$ cat src/rtl/rcs_pkg.sv
package rcs_pkg;
   typedef enum logic [1:0] {
      MODE_AUTO     = 2'd0,
      MODE_MANUAL   = 2'd1,
      MODE_OVERRIDE = 2'd2,
      MODE_AUTO_ALT = 2'd3
   } sw_mode_e;

   typedef enum logic {
      ST_RUN     = 1'b0,
      ST_HOLDOFF = 1'b1
   } sw_state_e;
endpackage

$ cat src/rtl/rcs_sync.sv
module rcs_sync #(
   parameter int W      = 1,
   parameter int STAGES = 2
) (
   input  logic         clk,
   input  logic         rst_n,
   input  logic [W-1:0] d,
   output logic [W-1:0] q
);
   generate
      if (STAGES < 2) begin : g_bad_stages
         $error("rcs_sync: STAGES must be at least 2");
      end
   endgenerate

   logic [STAGES-1:0][W-1:0] sr;

   always_ff @(posedge clk or negedge rst_n) begin
      if (!rst_n) sr <= '0;
      else        sr <= {sr[STAGES-2:0], d};
   end

   assign q = sr[STAGES-1];
endmodule

$ cat src/rtl/rcs_loss_mon.sv
module rcs_loss_mon #(
   parameter int TMO_W      = 8,
   parameter int MIN_TMO    = 8,
   parameter int GOOD_EDGES = 4
) (
   input  logic             clk,
   input  logic             rst_n,
   input  logic             lvl,
   input  logic [TMO_W-1:0] limit,
   output logic             bad
);
   localparam int GE_W = $clog2(GOOD_EDGES + 1);
   localparam logic [TMO_W-1:0] MIN_L   = TMO_W'(MIN_TMO);
   localparam logic [GE_W-1:0]  GE_LAST = GE_W'(GOOD_EDGES - 1);

   generate
      if (MIN_TMO < 2 || MIN_TMO >= (1 << TMO_W)) begin : g_bad_min
         $error("rcs_loss_mon: MIN_TMO out of range for TMO_W");
      end
      if (GOOD_EDGES < 1) begin : g_bad_ge
         $error("rcs_loss_mon: GOOD_EDGES must be positive");
      end
   endgenerate

   logic             lvl_q;
   logic             rise;
   logic [TMO_W-1:0] eff_limit;
   logic [TMO_W-1:0] gap;
   logic [GE_W-1:0]  good_cnt;
   logic             tmo_hit;

   assign rise      = lvl & ~lvl_q;
   assign eff_limit = (limit < MIN_L) ? MIN_L : limit;
   assign tmo_hit   = ({1'b0, gap} + 1'b1) >= {1'b0, eff_limit};

   always_ff @(posedge clk or negedge rst_n) begin
      if (!rst_n) begin
         lvl_q    <= 1'b0;
         gap      <= '0;
         good_cnt <= '0;
         bad      <= 1'b0;
      end else begin
         lvl_q <= lvl;
         if (rise) begin
            gap <= '0;
            if (bad) begin
               if (good_cnt == GE_LAST) begin
                  bad      <= 1'b0;
                  good_cnt <= '0;
               end else begin
                  good_cnt <= good_cnt + 1'b1;
               end
            end
         end else begin
            if (gap != '1) gap <= gap + 1'b1;
            if (tmo_hit) begin
               bad      <= 1'b1;
               good_cnt <= '0;
            end
         end
      end
   end

   AST_EDGE_KEEPS_GOOD: assert property (@(posedge clk) disable iff (!rst_n)
      rise |=> !$rose(bad));
   AST_CLEAR_NEEDS_EDGE: assert property (@(posedge clk) disable iff (!rst_n)
      $fell(bad) |-> $past(rise));
endmodule

$ cat src/rtl/rcs_sw_fsm.sv
module rcs_sw_fsm
   import rcs_pkg::*;
#(
   parameter int DLY_W    = 3,
   parameter int HOLD_CYC = 3
) (
   input  logic             clk,
   input  logic             rst_n,
   input  sw_mode_e         mode,
   input  logic             req_s,
   input  logic [1:0]       bad,
   input  logic [DLY_W-1:0] dly,
   output logic             sel,
   output logic [1:0]       en
);
   localparam int HW = $clog2(HOLD_CYC + 1);
   localparam logic [HW-1:0] HOLD_L    = HW'(HOLD_CYC);
   localparam logic [HW-1:0] HOLD_FIRE = HW'(HOLD_CYC - 1);

   generate
      if (HOLD_CYC < 1) begin : g_bad_hold
         $error("rcs_sw_fsm: HOLD_CYC must be positive");
      end
      if (DLY_W < 1) begin : g_bad_dly
         $error("rcs_sw_fsm: DLY_W must be positive");
      end
   endgenerate

   sw_state_e        st;
   logic [DLY_W-1:0] cnt;
   logic [HW-1:0]    hold;
   logic             man_ok, auto_ok;
   logic             man_fire, auto_fire, trig;

   always_ff @(posedge clk or negedge rst_n) begin
      if (!rst_n)           hold <= '0;
      else if (!req_s)      hold <= '0;
      else if (hold != HOLD_L) hold <= hold + 1'b1;
   end

   always_comb begin
      man_ok  = (mode == MODE_MANUAL) || (mode == MODE_OVERRIDE);
      auto_ok = (mode == MODE_AUTO) || (mode == MODE_AUTO_ALT) ||
                ((mode == MODE_OVERRIDE) && !req_s);
      man_fire  = man_ok && req_s && (hold == HOLD_FIRE);
      auto_fire = auto_ok && bad[sel] && !bad[~sel];
      trig      = man_fire || auto_fire;
   end

   always_ff @(posedge clk or negedge rst_n) begin
      if (!rst_n) begin
         st  <= ST_RUN;
         cnt <= '0;
         sel <= 1'b0;
      end else begin
         case (st)
            ST_RUN: begin
               if (trig) begin
                  st  <= ST_HOLDOFF;
                  cnt <= dly;
               end
            end
            default: begin
               if (cnt == '0) begin
                  sel <= ~sel;
                  st  <= ST_RUN;
               end else begin
                  cnt <= cnt - 1'b1;
               end
            end
         endcase
      end
   end

   assign en = (st != ST_RUN) ? 2'b00 : (sel ? 2'b10 : 2'b01);

   AST_SEL_AFTER_HOLDOFF: assert property (@(posedge clk) disable iff (!rst_n)
      !$stable(sel) |-> ($past(st) == ST_HOLDOFF));
   AST_MANUAL_IGNORES_LOSS: assert property (@(posedge clk) disable iff (!rst_n)
      (st == ST_RUN && mode == MODE_MANUAL && !req_s) |=> (st == ST_RUN));
   AST_OVERRIDE_BLOCKS: assert property (@(posedge clk) disable iff (!rst_n)
      (st == ST_RUN && mode == MODE_OVERRIDE && req_s && hold == HOLD_L) |=> (st == ST_RUN));
   AST_NO_MOVE_TO_BAD: assert property (@(posedge clk) disable iff (!rst_n)
      (st == ST_RUN && !req_s && bad[~sel]) |=> (st == ST_RUN));
endmodule

$ cat src/rtl/refclk_switch_ctrl.sv
module refclk_switch_ctrl
   import rcs_pkg::*;
#(
   parameter int TMO_W       = 8,
   parameter int DLY_W       = 3,
   parameter int MIN_TMO     = 8,
   parameter int GOOD_EDGES  = 4,
   parameter int HOLD_CYC    = 3,
   parameter int SYNC_STAGES = 2
) (
   input  logic             clk_sys,
   input  logic             rst_n,
   input  logic [1:0]       op_mode,
   input  logic             sw_req,
   input  logic [DLY_W-1:0] sw_delay,
   input  logic [TMO_W-1:0] loss_limit,
   input  logic             ref_clk0,
   input  logic             ref_clk1,
   output logic             active_sel,
   output logic [1:0]       clk_bad,
   output logic [1:0]       mux_en
);
   localparam int N_REF  = 2;
   localparam int SYNC_W = N_REF + 1;

   logic [SYNC_W-1:0] raw_in, sync_out;

   assign raw_in = {sw_req, ref_clk1, ref_clk0};

   rcs_sync #(.W(SYNC_W), .STAGES(SYNC_STAGES)) u_sync (
      .clk(clk_sys), .rst_n(rst_n), .d(raw_in), .q(sync_out)
   );

   genvar gi;
   generate
      for (gi = 0; gi < N_REF; gi++) begin : g_mon
         rcs_loss_mon #(.TMO_W(TMO_W), .MIN_TMO(MIN_TMO), .GOOD_EDGES(GOOD_EDGES)) u_mon (
            .clk(clk_sys), .rst_n(rst_n), .lvl(sync_out[gi]),
            .limit(loss_limit), .bad(clk_bad[gi])
         );
      end
   endgenerate

   rcs_sw_fsm #(.DLY_W(DLY_W), .HOLD_CYC(HOLD_CYC)) u_fsm (
      .clk(clk_sys), .rst_n(rst_n), .mode(sw_mode_e'(op_mode)),
      .req_s(sync_out[N_REF]), .bad(clk_bad), .dly(sw_delay),
      .sel(active_sel), .en(mux_en)
   );

   AST_EN_ONEHOT: assert property (@(posedge clk_sys) disable iff (!rst_n)
      $onehot0(mux_en));
   AST_EN_NO_HANDOVER: assert property (@(posedge clk_sys) disable iff (!rst_n)
      ($past(mux_en) != 2'b00 && mux_en != 2'b00) |-> (mux_en == $past(mux_en)));
   AST_EN_FOLLOWS_SEL: assert property (@(posedge clk_sys) disable iff (!rst_n)
      (mux_en != 2'b00) |-> mux_en[active_sel]);
endmodule

$ cat config.mk
export PLATFORM = sky130hd
export DESIGN_NAME = refclk_switch_ctrl
export DESIGN_NICKNAME = d
export VERILOG_FILES = /design/src/rtl/rcs_pkg.sv /design/src/rtl/rcs_sync.sv /design/src/rtl/rcs_loss_mon.sv /design/src/rtl/rcs_sw_fsm.sv /design/src/rtl/refclk_switch_ctrl.sv
export SDC_FILE = /design/constraint.sdc
export NUM_CORES = 1
export LEC_CHECK = 0
export BUFFER_PORTS_ARGS = -buffer_cell sky130_fd_sc_hd__buf_2
export CAP_MARGIN = 5
export CORE_AREA = 4 4 74 76
export CTS_BUF_LIST = sky130_fd_sc_hd__clkbuf_4 sky130_fd_sc_hd__clkbuf_8
export CTS_CLUSTER_DIAMETER = 50
export DETAILED_ROUTE_END_ITERATION = 12
export DIE_AREA = 0 0 78 80
export PLACE_DENSITY = 0.7
export SYNTH_ARGS = -nofsm -noshare
export SYNTH_HDL_FRONTEND = slang
export SYNTH_HIERARCHICAL = 1
export SYNTH_SLANG_ARGS = --single-unit
$ cat constraint.sdc
create_clock -name clk_sys -period 2.2 [get_ports clk_sys]
set_input_delay 0 -clock clk_sys [delete_from_list [all_inputs] [get_ports clk_sys]]
set_output_delay 0 -clock clk_sys [all_outputs]
set_load 0.1 [all_outputs]
==> results of run 1 <==
layout make-up:
| class | count | area share [%] |
|---|---|---|
| Sequential cell | 39 | 33.9 |
| Multi-Input combinational cell | 172 | 46.6 |
| Tap cell | 67 | 2.91 |
| Timing Repair Buffer | 48 | 10.9 |
| Clock inverter | 1 | 0.174 |
| Clock buffer | 7 | 2.91 |
| Inverter | 20 | 2.60 |
tightest hold or removal path, cell delays in order:
cell and delay [ns]:
buf_2 0.07, mux2i_1 0.05, mux2i_1 0.12
repair_timing:
item / 4_1_cts / 5_1_grt
setup buffers: 2 / 1
setup endpoints to repair: 8 / 8
endpoints found under the hold margin: 42 / 0
hold buffers: 4 / 0
pin swaps: 1 / 13
gates resized for setup: 6 / 17
cells in the final DEF (no fill, tap or decap), types with 5 or more instances in the layout:
| master | instances |
|---|---|
| buf_2 | 22 |
| ha_1 | 23 |
| nor2_1 | 30 |
| buf_4 | 22 |
| nand3_1 | 9 |
| inv_1 | 20 |
| xor2_1 | 5 |
| clkbuf_8 | 5 |
| dfrtp_1 | 39 |
| nand2b_1 | 8 |
| o21ai_0 | 6 |
| xnor2_1 | 6 |
| nand2_1 | 15 |
| mux2i_1 | 6 |
state kept, by name, indices dropped and copies added, names as in the netlist:
| name | count |
|---|---|
| g_mon.u_mon/gap | 16 |
| u_fsm/cnt | 3 |
| u_fsm/st | 1 |
| g_mon.u_mon/bad | 2 |
| u_fsm/hold | 2 |
| u_sync/q | 3 |
| u_fsm/sel | 1 |
| u_sync/sr | 3 |
| g_mon.u_mon/lvl_q | 2 |
| g_mon.u_mon/good_cnt | 6 |
cell families (layout without fill, tap and decap cells):
| kind of cell | count (synthesis) | count (layout) | synth area share [%] |
|---|---|---|---|
| adder cells (fa/ha/maj) | 25 | 25 | 13.5 |
| multiplexers | 6 | 6 | 2.58 |
| AND/OR/NAND/NOR | 86 | 86 | 18.7 |
| XOR/XNOR | 16 | 16 | 6.03 |
| AO/OA/AOI/OAI | 39 | 39 | 12.1 |
| flip-flops | 39 | 39 | 42.0 |
| buffers and inverters | 28 | 76 | 5.17 |
per-stage QoR:
stage / power (mW) / cells
floorplan: 1.84 / 239
global placement: 2.12 / 339
detailed placement: 2.15 / 339
CTS: 2.66 / 353
global route: 2.89 / 354
finish: 2.68 / 354
where the power goes:
part | internal (mW) | switching [mW] | total, mW
logic | 0.465 | 0.684 | 1.15
clock network | 0.247 | 0.240 | 0.487
registers | 0.871 | 0.175 | 1.05
total | 1.58 | 1.10 | 2.68
metal layers:
layer,vias to the layer above,wire length [um],track usage (%),share of wire [%]
met5,-,0,0,0
met4,0,29,5.24,0.63
met3,2,192,3.61,4.1
met2,31,2150,27.7,46
met1,845,2260,21.1,49
li1,907,-,-,-
path summary, 6_finish.rpt:
kind	startpoint	endpoint	slack [ns]
max in group asynchronous	rst_n	g_mon[1].u_mon/lvl_q	1.26
worst min-delay path	sw_delay[1]	u_fsm/cnt[1]	0.01
worst min register to register	u_sync/sr[1]	u_sync/q[1]	0.35
worst max register to register	g_mon[1].u_mon/gap[4]	g_mon[1].u_mon/good_cnt[0]	-0.03
worst max-delay path	g_mon[1].u_mon/gap[4]	g_mon[1].u_mon/good_cnt[0]	-0.03
min in group asynchronous	rst_n	g_mon[1].u_mon/gap[0]	0.37
==> run metrics, run 1 <==
Slew HR 40.7%; main area contributors after synthesis dfrtp_1 (42%), ha_1 (13%), nor2_1 (5.0%); fin crit period 2.23 ns; Final Wtd Congestion 0.819; Overflow after GRT 0; Max Cap Viol 0; Levels on crit path 9; Post-DP Area 0.00262 sq mm; Worst-path clk slew 0.08 ns; Post-synth top cells dfrtp_1 (39), nor2_1 (31), ha_1 (25); Post-DRT Antenna Nets 0; delay-heaviest family, CP compound AO/OA/AOI/OAI gates; CTS tree done; Crit path arrival time 2.44 ns; EDFF count, synth 0; Synth Area per Inst 9.73 sq um; I/O pin total 23; final core utilization 61.0%; critical path fanouts, max 4; CP max-delay cell o41a_1; synth warn 6; RSZ-0062 raised after global routing yes; # setup viols final 3; share of cells above drive strength 1 27.2%; drc violations 0; Die ar. 0.00624 sq mm; Layout fillers 389; failing checks negative setup slack; leakage dissipation 1.44 nW; Fin Hold WS 0.0145 ns; CORE AREA 0.00472 sq mm; top-area cell type share of the netlist area 42.0%; synthesized instance count 239; final setup margin -0.0347 ns; outcome finished, violations left; DP HPWL 3350 um; Via density 5.04; setup TNS -0.0797 ns; area grow syn2layout 24.0%; Yosys cell types 38; Starting DRT DRC Count 137; Worst Skew 0.00698 ns; Worst EP required 2.41 ns; Seq/Total Area, Yosys 42.0%; worst hold path class input port to register; most used flip-flop cell after synthesis dfrtp_1; first-pass GRT wire length 8170 um; CTS Root Cell clkbuf_8; max-slew violation count 0; Worst Tran Pin Value 0.889 ns; clk sinks 39; NumNets Final 329; Clock Latency Late Sink 0.28 ns; # diodes 0; fraction of registers with async set/reset 100%; routed wire length 4640 um; die width 78 um; CTS max path bufs 2; CTS Buf Count 5; initial antenna violation count 0; CP peak stage delay 0.44 ns; Final Cycle Share 102%; register bit total from synthesis 39; crit path kind register to register; Port Buffers 22; Max Clk Rate 0.447 GHz; Cell Chain, Critical Path and4_4 > nand2_2 > xnor2_2 > ha_1 > o21a_1 > o21ai_2 > a21oi_2 > o41a_1 > o21ai_1; DRT Pass-1 Iters 4; total number of vias 1,785; Chip Height 80 um; Row Count 25; cell with the most instances after synthesis dfrtp_1; vias in the first global route 1,847; Mapped Nets 282; Yosys top cell by area dfrtp_1; Hold Path Stages 3; Worst Setup Start Kind register; wire length per cell 13.1 um; Design Area, Final 0.00288 sq mm; GRT Resource Usage Total 16.5%; register area 976 sq um; WP buf/inv 0; final hold vios 0; post-place setup slack -0.0753 ns; Multi-input gate area 0.00134 sq mm; cell area after synthesis 0.00232 sq mm; PD cells 930 mW/mm^2; largest net degree at the start of global routing 40; Max IR drop VDD 0.960 mV; Max H-tree Level 2; Starting Density 49.2%; Crit. End Element register; Worst R2R Path Depth 9
Power figures use the tool's default switching activity.
==> inputs of run 2 (changes only) <==
--- a/config.mk
+++ b/config.mk
@@ -13,6 +13,7 @@
 export DETAILED_ROUTE_END_ITERATION = 12
 export DIE_AREA = 0 0 78 80
 export PLACE_DENSITY = 0.7
+export RECOVER_POWER = 25
 export SYNTH_ARGS = -nofsm -noshare
 export SYNTH_HDL_FRONTEND = slang
 export SYNTH_HIERARCHICAL = 1
==> run 2 against run 1 <==
The flow still finishes with violations (negative setup slack). Power barely moved. Clock skew about the same. Sequential power about the same. Sequential share of layout area unchanged. First-iteration DRC count stayed put. Critical path type unchanged. Largest power group unchanged.
==> run metrics, run 2 (synthesis gave the netlist of run 1 again) <==
GRT Resource Usage Total 16.5% (unchanged); CTS Root Cell clkbuf_8; wire length per cell 13.1 um (about the same); total number of vias 1,783 (-0.11%); RSZ-0062 raised after global routing yes; post-place setup slack -0.0753 ns (unchanged); DRT Pass-1 Iters 4 (unchanged); worst hold path class input port to register; failing checks negative setup slack; Worst-path clk slew 0.08 ns (about the same); DP HPWL 3350 um (unchanged); Slew HR 34.1% (-6.6 points); PD cells 930 mW/mm^2 (about the same); Worst R2R Path Depth 9 (unchanged); Via density 5.04 (-0.11%); Critical R2R Capture g_mon[1].u_mon/good_cnt[0]; Reg with most FFs g_mon.u_mon/gap; Min-Delay Startpoint sw_delay[1]; Max IR drop VDD 0.960 mV (about the same); Max Clk Rate 0.448 GHz (+0.12%); clk sinks 39 (unchanged); CORE AREA 0.00472 sq mm (unchanged); Die ar. 0.00624 sq mm (unchanged); Largest regs g_mon.u_mon/gap (16), g_mon.u_mon/good_cnt (6); max-slew violation count 0 (unchanged); routed wire length 4640 um (about the same); CTS Buf Count 5 (unchanged); I/O pin total 23 (unchanged); Hold Path Stages 3 (unchanged); Chip Height 80 um (unchanged); Crit. End Element register; Overflow after GRT 0 (unchanged); Crit path arrival time 2.44 ns (about the same); final hold vios 0 (unchanged); r2r setup slk -0.03 ns (about the same); leakage dissipation 1.44 nW (about the same); # setup viols final 3 (unchanged); Critical Path Source g_mon[1].u_mon/gap[4]; final core utilization 61.0% (unchanged); CTS max path bufs 2 (unchanged); vias in the first global route 1,847 (unchanged); die width 78 um (unchanged); Fin Hold WS 0.0145 ns (-0.00000660 ns); crit path kind register to register; Clock Latency Late Sink 0.28 ns (about the same); fin crit period 2.23 ns (-0.00258 ns); Worst Skew 0.00698 ns (-0.00000655 ns); Post-DRT Antenna Nets 0 (unchanged); drc violations 0 (unchanged); initial antenna violation count 0 (unchanged); CTS tree done; Port Buffers 22 (unchanged); Max H-tree Level 2 (unchanged); critical path fanouts, max 4 (unchanged); final setup margin -0.0321 ns (+0.00258 ns); most frequent cells in the layout dfrtp_1 (39), nor2_1 (30), ha_1 (23); total power 2.68 mW (about the same); RR Startpoint g_mon[1].u_mon/gap[4]; outcome finished, violations left; setup TNS -0.0717 ns (+0.00795 ns); Worst Hold End u_fsm/cnt[1]; largest net degree at the start of global routing 40 (unchanged); area grow syn2layout 24.0% (unchanged); Starting DRT DRC Count 137 (unchanged); # diodes 0 (unchanged); first-pass GRT wire length 8170 um (unchanged); share of cells above drive strength 1 27.2% (unchanged); commonest non-fill, non-tap cell in the layout dfrtp_1; Worst EP required 2.41 ns (about the same); Final Cycle Share 101% (-0.12 points); NumNets Final 329 (unchanged); Row Count 25 (unchanged); number of flip-flops in the largest register 16 (unchanged); Final Wtd Congestion 0.819 (unchanged); Worst Setup Start Kind register; Layout fillers 389 (unchanged); Worst Tran Pin Value 0.988 ns (+0.0991 ns); Max Cap Viol 0 (unchanged); Starting Density 49.2% (unchanged)
run 2: power by group:
group | internal, mW | switching [mW] | total, mW
Sequential | 0.871 | 0.175 | 1.05
Combinational | 0.465 | 0.684 | 1.15
Clock | 0.247 | 0.240 | 0.487
Total | 1.58 | 1.10 | 2.68
run 2: timing repair:
action                                  4_1_cts  5_1_grt
resized for setup                             6       17
hold buffers                                  4        0
pin swaps                                     1       13
setup buffers                                 2        1
endpoints found under the hold margin        42        0
endpoints found under the setup margin        8        8
run 2: cell type report:
type | count | area, sq um | area share, %
multi-input cells | 172 | 1340 | 46.6
flip-flops and latches | 39 | 976 | 33.9
repair buffers | 48 | 315 | 10.9
clock buffers | 7 | 83.8 | 2.91
well taps | 67 | 83.8 | 2.91
inverters | 20 | 75.1 | 2.60
clock inverters | 1 | 5.00 | 0.174
run 2: worst max path at each step:
stage	endpoint	slack (ns)	cells after the start
4_1_cts	g_mon[1].u_mon/bad	0.01	9
6_report	g_mon[1].u_mon/good_cnt[0]	-0.03	9
5_1_grt	g_mon[1].u_mon/good_cnt[0]	-0.13	9
3_3_place_gp	g_mon[1].u_mon/bad	-0.03	9
3_5_place_dp	g_mon[1].u_mon/bad	-0.08	9
2_1_floorplan	mux_en[0]	0.0009	1
run 2: worst max-delay path: stages (launching register included):
cell and delay, ns:
dfrtp_1 0.43, and4_4 0.28, nand2_2 0.07, xnor2_2 0.18, ha_1 0.27, o21a_1 0.12
o21ai_2 0.18, a21oi_2 0.06, o41a_1 0.44, o21ai_1 0.12
run 2: per-stage QoR:
stage               instance area [sq um]  instances
floorplan                            2330        239
CTS                                  2780        353
global route                         2880        354
detailed placement                   2620        339
finish                               2880        354
global placement                     2620        339
run 2: routing by layer:
layer	wire length, um	global-route usage, %	vias to the layer above
met3	201	3.61	2
met5	0	0	-
met4	29	5.24	0
li1	-	-	907
met2	2150	27.7	33
met1	2250	21.1	841
==> inputs of run 3 (changes only) <==
--- a/config.mk
+++ b/config.mk
@@ -14,6 +14,7 @@
 export DIE_AREA = 0 0 78 80
 export PLACE_DENSITY = 0.7
 export RECOVER_POWER = 25
+export SETUP_SLACK_MARGIN = 0.4
 export SYNTH_ARGS = -nofsm -noshare
 export SYNTH_HDL_FRONTEND = slang
 export SYNTH_HIERARCHICAL = 1
==> run 3 against run 2 <==
The flow still finishes with violations (negative setup slack). Setup slack improved by 0.0039 ns. First-iteration DRC count shrank 44%. Global-route usage increased by 0.62 points. Wire length is 5.5% higher. Cell count up 0.85%. Largest power group unchanged. Highest routed layer unchanged.
==> run metrics, run 3 (synthesis gave the netlist of run 1 again) <==
Flop pwr share 36.8% (-2.2 points); Clk network pwr share 18.8% (+0.6 points); clk sinks 39 (unchanged); # diodes 0 (unchanged); NumNets Final 332 (+0.91%); Max IR drop VDD 1.16 mV (+21%); outcome finished, violations left; WP buf/inv 1 (+1); vias in the first global route 1,935 (+4.8%); number of flip-flops in the largest register 16 (unchanged); CTS tree done; Max Cap Viol 0 (unchanged); worst hold path class input port to register; routed wire length 4890 um (+5.5%); final setup margin -0.0282 ns (+0.00390 ns); CORE AREA 0.00472 sq mm (unchanged); CTS max path bufs 2 (unchanged); post-place setup slack -0.0909 ns (-0.0156 ns); commonest non-fill, non-tap cell in the layout dfrtp_1; Reg with most FFs g_mon.u_mon/gap; CTS Buf Count 5 (unchanged); logic gate share of total power 44.4% (+1.6 points); crit path kind register to register; Die ar. 0.00624 sq mm (unchanged); first-pass GRT wire length 8490 um (+3.9%); Slew HR 34.4% (+0.25 points); wire length per cell 13.7 um (+4.6%); DP HPWL 3370 um (+0.47%); drc violations 0 (unchanged); area grow syn2layout 29.6%; Design Area, Final 0.00301 sq mm (+4.5%); PD cells 943 mW/mm^2 (+1.4%); Port Buffers 22 (unchanged); share of cells above drive strength 1 32.4% (+5.2 points); die width 78 um (unchanged); Crit. End Element register; Sw Share 40.5% (-0.45 points); Post-DRT Antenna Nets 0 (unchanged); delay-heaviest family, CP adder cells; GRT Resource Usage Total 17.1% (+0.62 points); Max Clk Rate 0.449 GHz (+0.18%); Final Cycle Share 101% (-0.18 points); Chip Height 80 um (unchanged); Switch Pwr 1.15 mW (+4.8%); Worst Tran Pin Value 0.985 ns (-0.00368 ns); Fin Hold WS 0.0278 ns (+0.0133 ns); critical path fanouts, max 4 (unchanged); final hold vios 0 (unchanged); Worst Setup Start Kind register; CTS Root Cell clkbuf_8; most frequent cells in the layout dfrtp_1 (36), nor2_1 (29), buf_4 (24); total power 2.84 mW (+6.0%); Crit path arrival time 2.39 ns (-0.05 ns); Starting Density 49.2% (unchanged); Largest regs g_mon.u_mon/gap (16), g_mon.u_mon/good_cnt (6); Max H-tree Level 2 (unchanged); Worst EP required 2.36 ns (-0.05 ns); total number of vias 1,866 (+4.7%); Row Count 25 (unchanged); initial antenna violation count 0 (unchanged); Overflow after GRT 0 (unchanged); I/O pin total 23 (unchanged); Worst-path clk slew 0.08 ns (about the same); Int Pwr 1.69 mW (+6.8%); RSZ-0062 raised after global routing yes; largest net degree at the start of global routing 40 (unchanged); Worst Skew 0.00824 ns (+0.00126 ns); DRT Pass-1 Iters 4 (unchanged); fin crit period 2.23 ns (-0.00390 ns); Final Wtd Congestion 0.847 (+3.4%); Starting DRT DRC Count 77 (-44%); # setup viols final 2 (-1); Via density 5.23 (+3.8%); Clock Latency Late Sink 0.29 ns (about the same); Non-Filler Instances 357 (+0.85%); CP peak stage delay 0.40 ns (-0.04 ns); Cells after DPL 331 (-2.4%); leakage dissipation 1.49 nW (+3.5%); Post-DP Area 0.00261 sq mm (-0.38%); CP max-delay cell or3_4; max-slew violation count 0 (unchanged); failing checks negative setup slack; Cell Chain, Critical Path buf_6 > ha_4 > nand3_4 > xnor2_2 > ha_1 > a211oi_2 > a21oi_2 > or3_4 > a2bb2oi_1
==> run 3: worst paths after layout <==
kind,startpoint,endpoint,slack [ns],cells past startpoint
setup / recovery,g_mon[1].u_mon/gap[1],g_mon[1].u_mon/bad,-0.03,9
hold / removal,sw_delay[1],u_fsm/cnt[1],0.03,3
hold reg to reg,u_sync/sr[2],u_sync/q[2],0.36,0
setup reg to reg,g_mon[1].u_mon/gap[1],g_mon[1].u_mon/bad,-0.03,9
max in group asynchronous,rst_n,g_mon[1].u_mon/gap[0],1.11,2
min in group asynchronous,rst_n,g_mon[0].u_mon/gap[5],0.40,2
==> run 3: per-stage QoR <==
stage	utilization [%]	TNS, ns
after CTS	61.6	0
after global routing	63.8	-0.452
final	63.8	-0.0382
after detailed placement	55.2	-0.355
after global placement	55.2	-0.349
after floorplan	-	0
==> run 3: per-layer routing <==
layer | routed length, um | global-route usage [%]
met1 | 2220 | 20.2
met3 | 246 | 4.74
met4 | 106 | 6.99
met2 | 2320 | 29.4
met5 | 0 | 0
==> run 3: repair_timing <==
action / in CTS / in global routing
setup buffers: 11 / 3
endpoints found under the hold margin: 42 / 0
endpoints found under the setup margin: 8 / 8
hold buffers: 4 / 0
gates resized for setup: 16 / 12
pin swaps: 18 / 21
==> run 3: area by class of cell <==
class	instances	area, sq um
clock buffers	8	104
fillers	367	1710
inverters	20	75.1
multi-input cells	172	1430
flip-flops and latches	39	980
well taps	67	83.8
repair buffers	51	342
==> run 3: tightest hold or removal path: cells and delay by family <==
kind / cells / cell delay, ns
multiplexers: 2 / 0.18
buffers and inverters: 1 / 0.08
==> run 3: power groups by stage <==
stage | combinational [mW] | sequential (mW) | clock (mW)
after floorplan | 0.731 | 1.14 | 0
after global placement | 1.07 | 1.05 | 0
after detailed placement | 1.10 | 1.05 | 0
after CTS | 1.21 | 1.03 | 0.560
after global routing | 1.38 | 1.07 | 0.582
final | 1.26 | 1.04 | 0.534
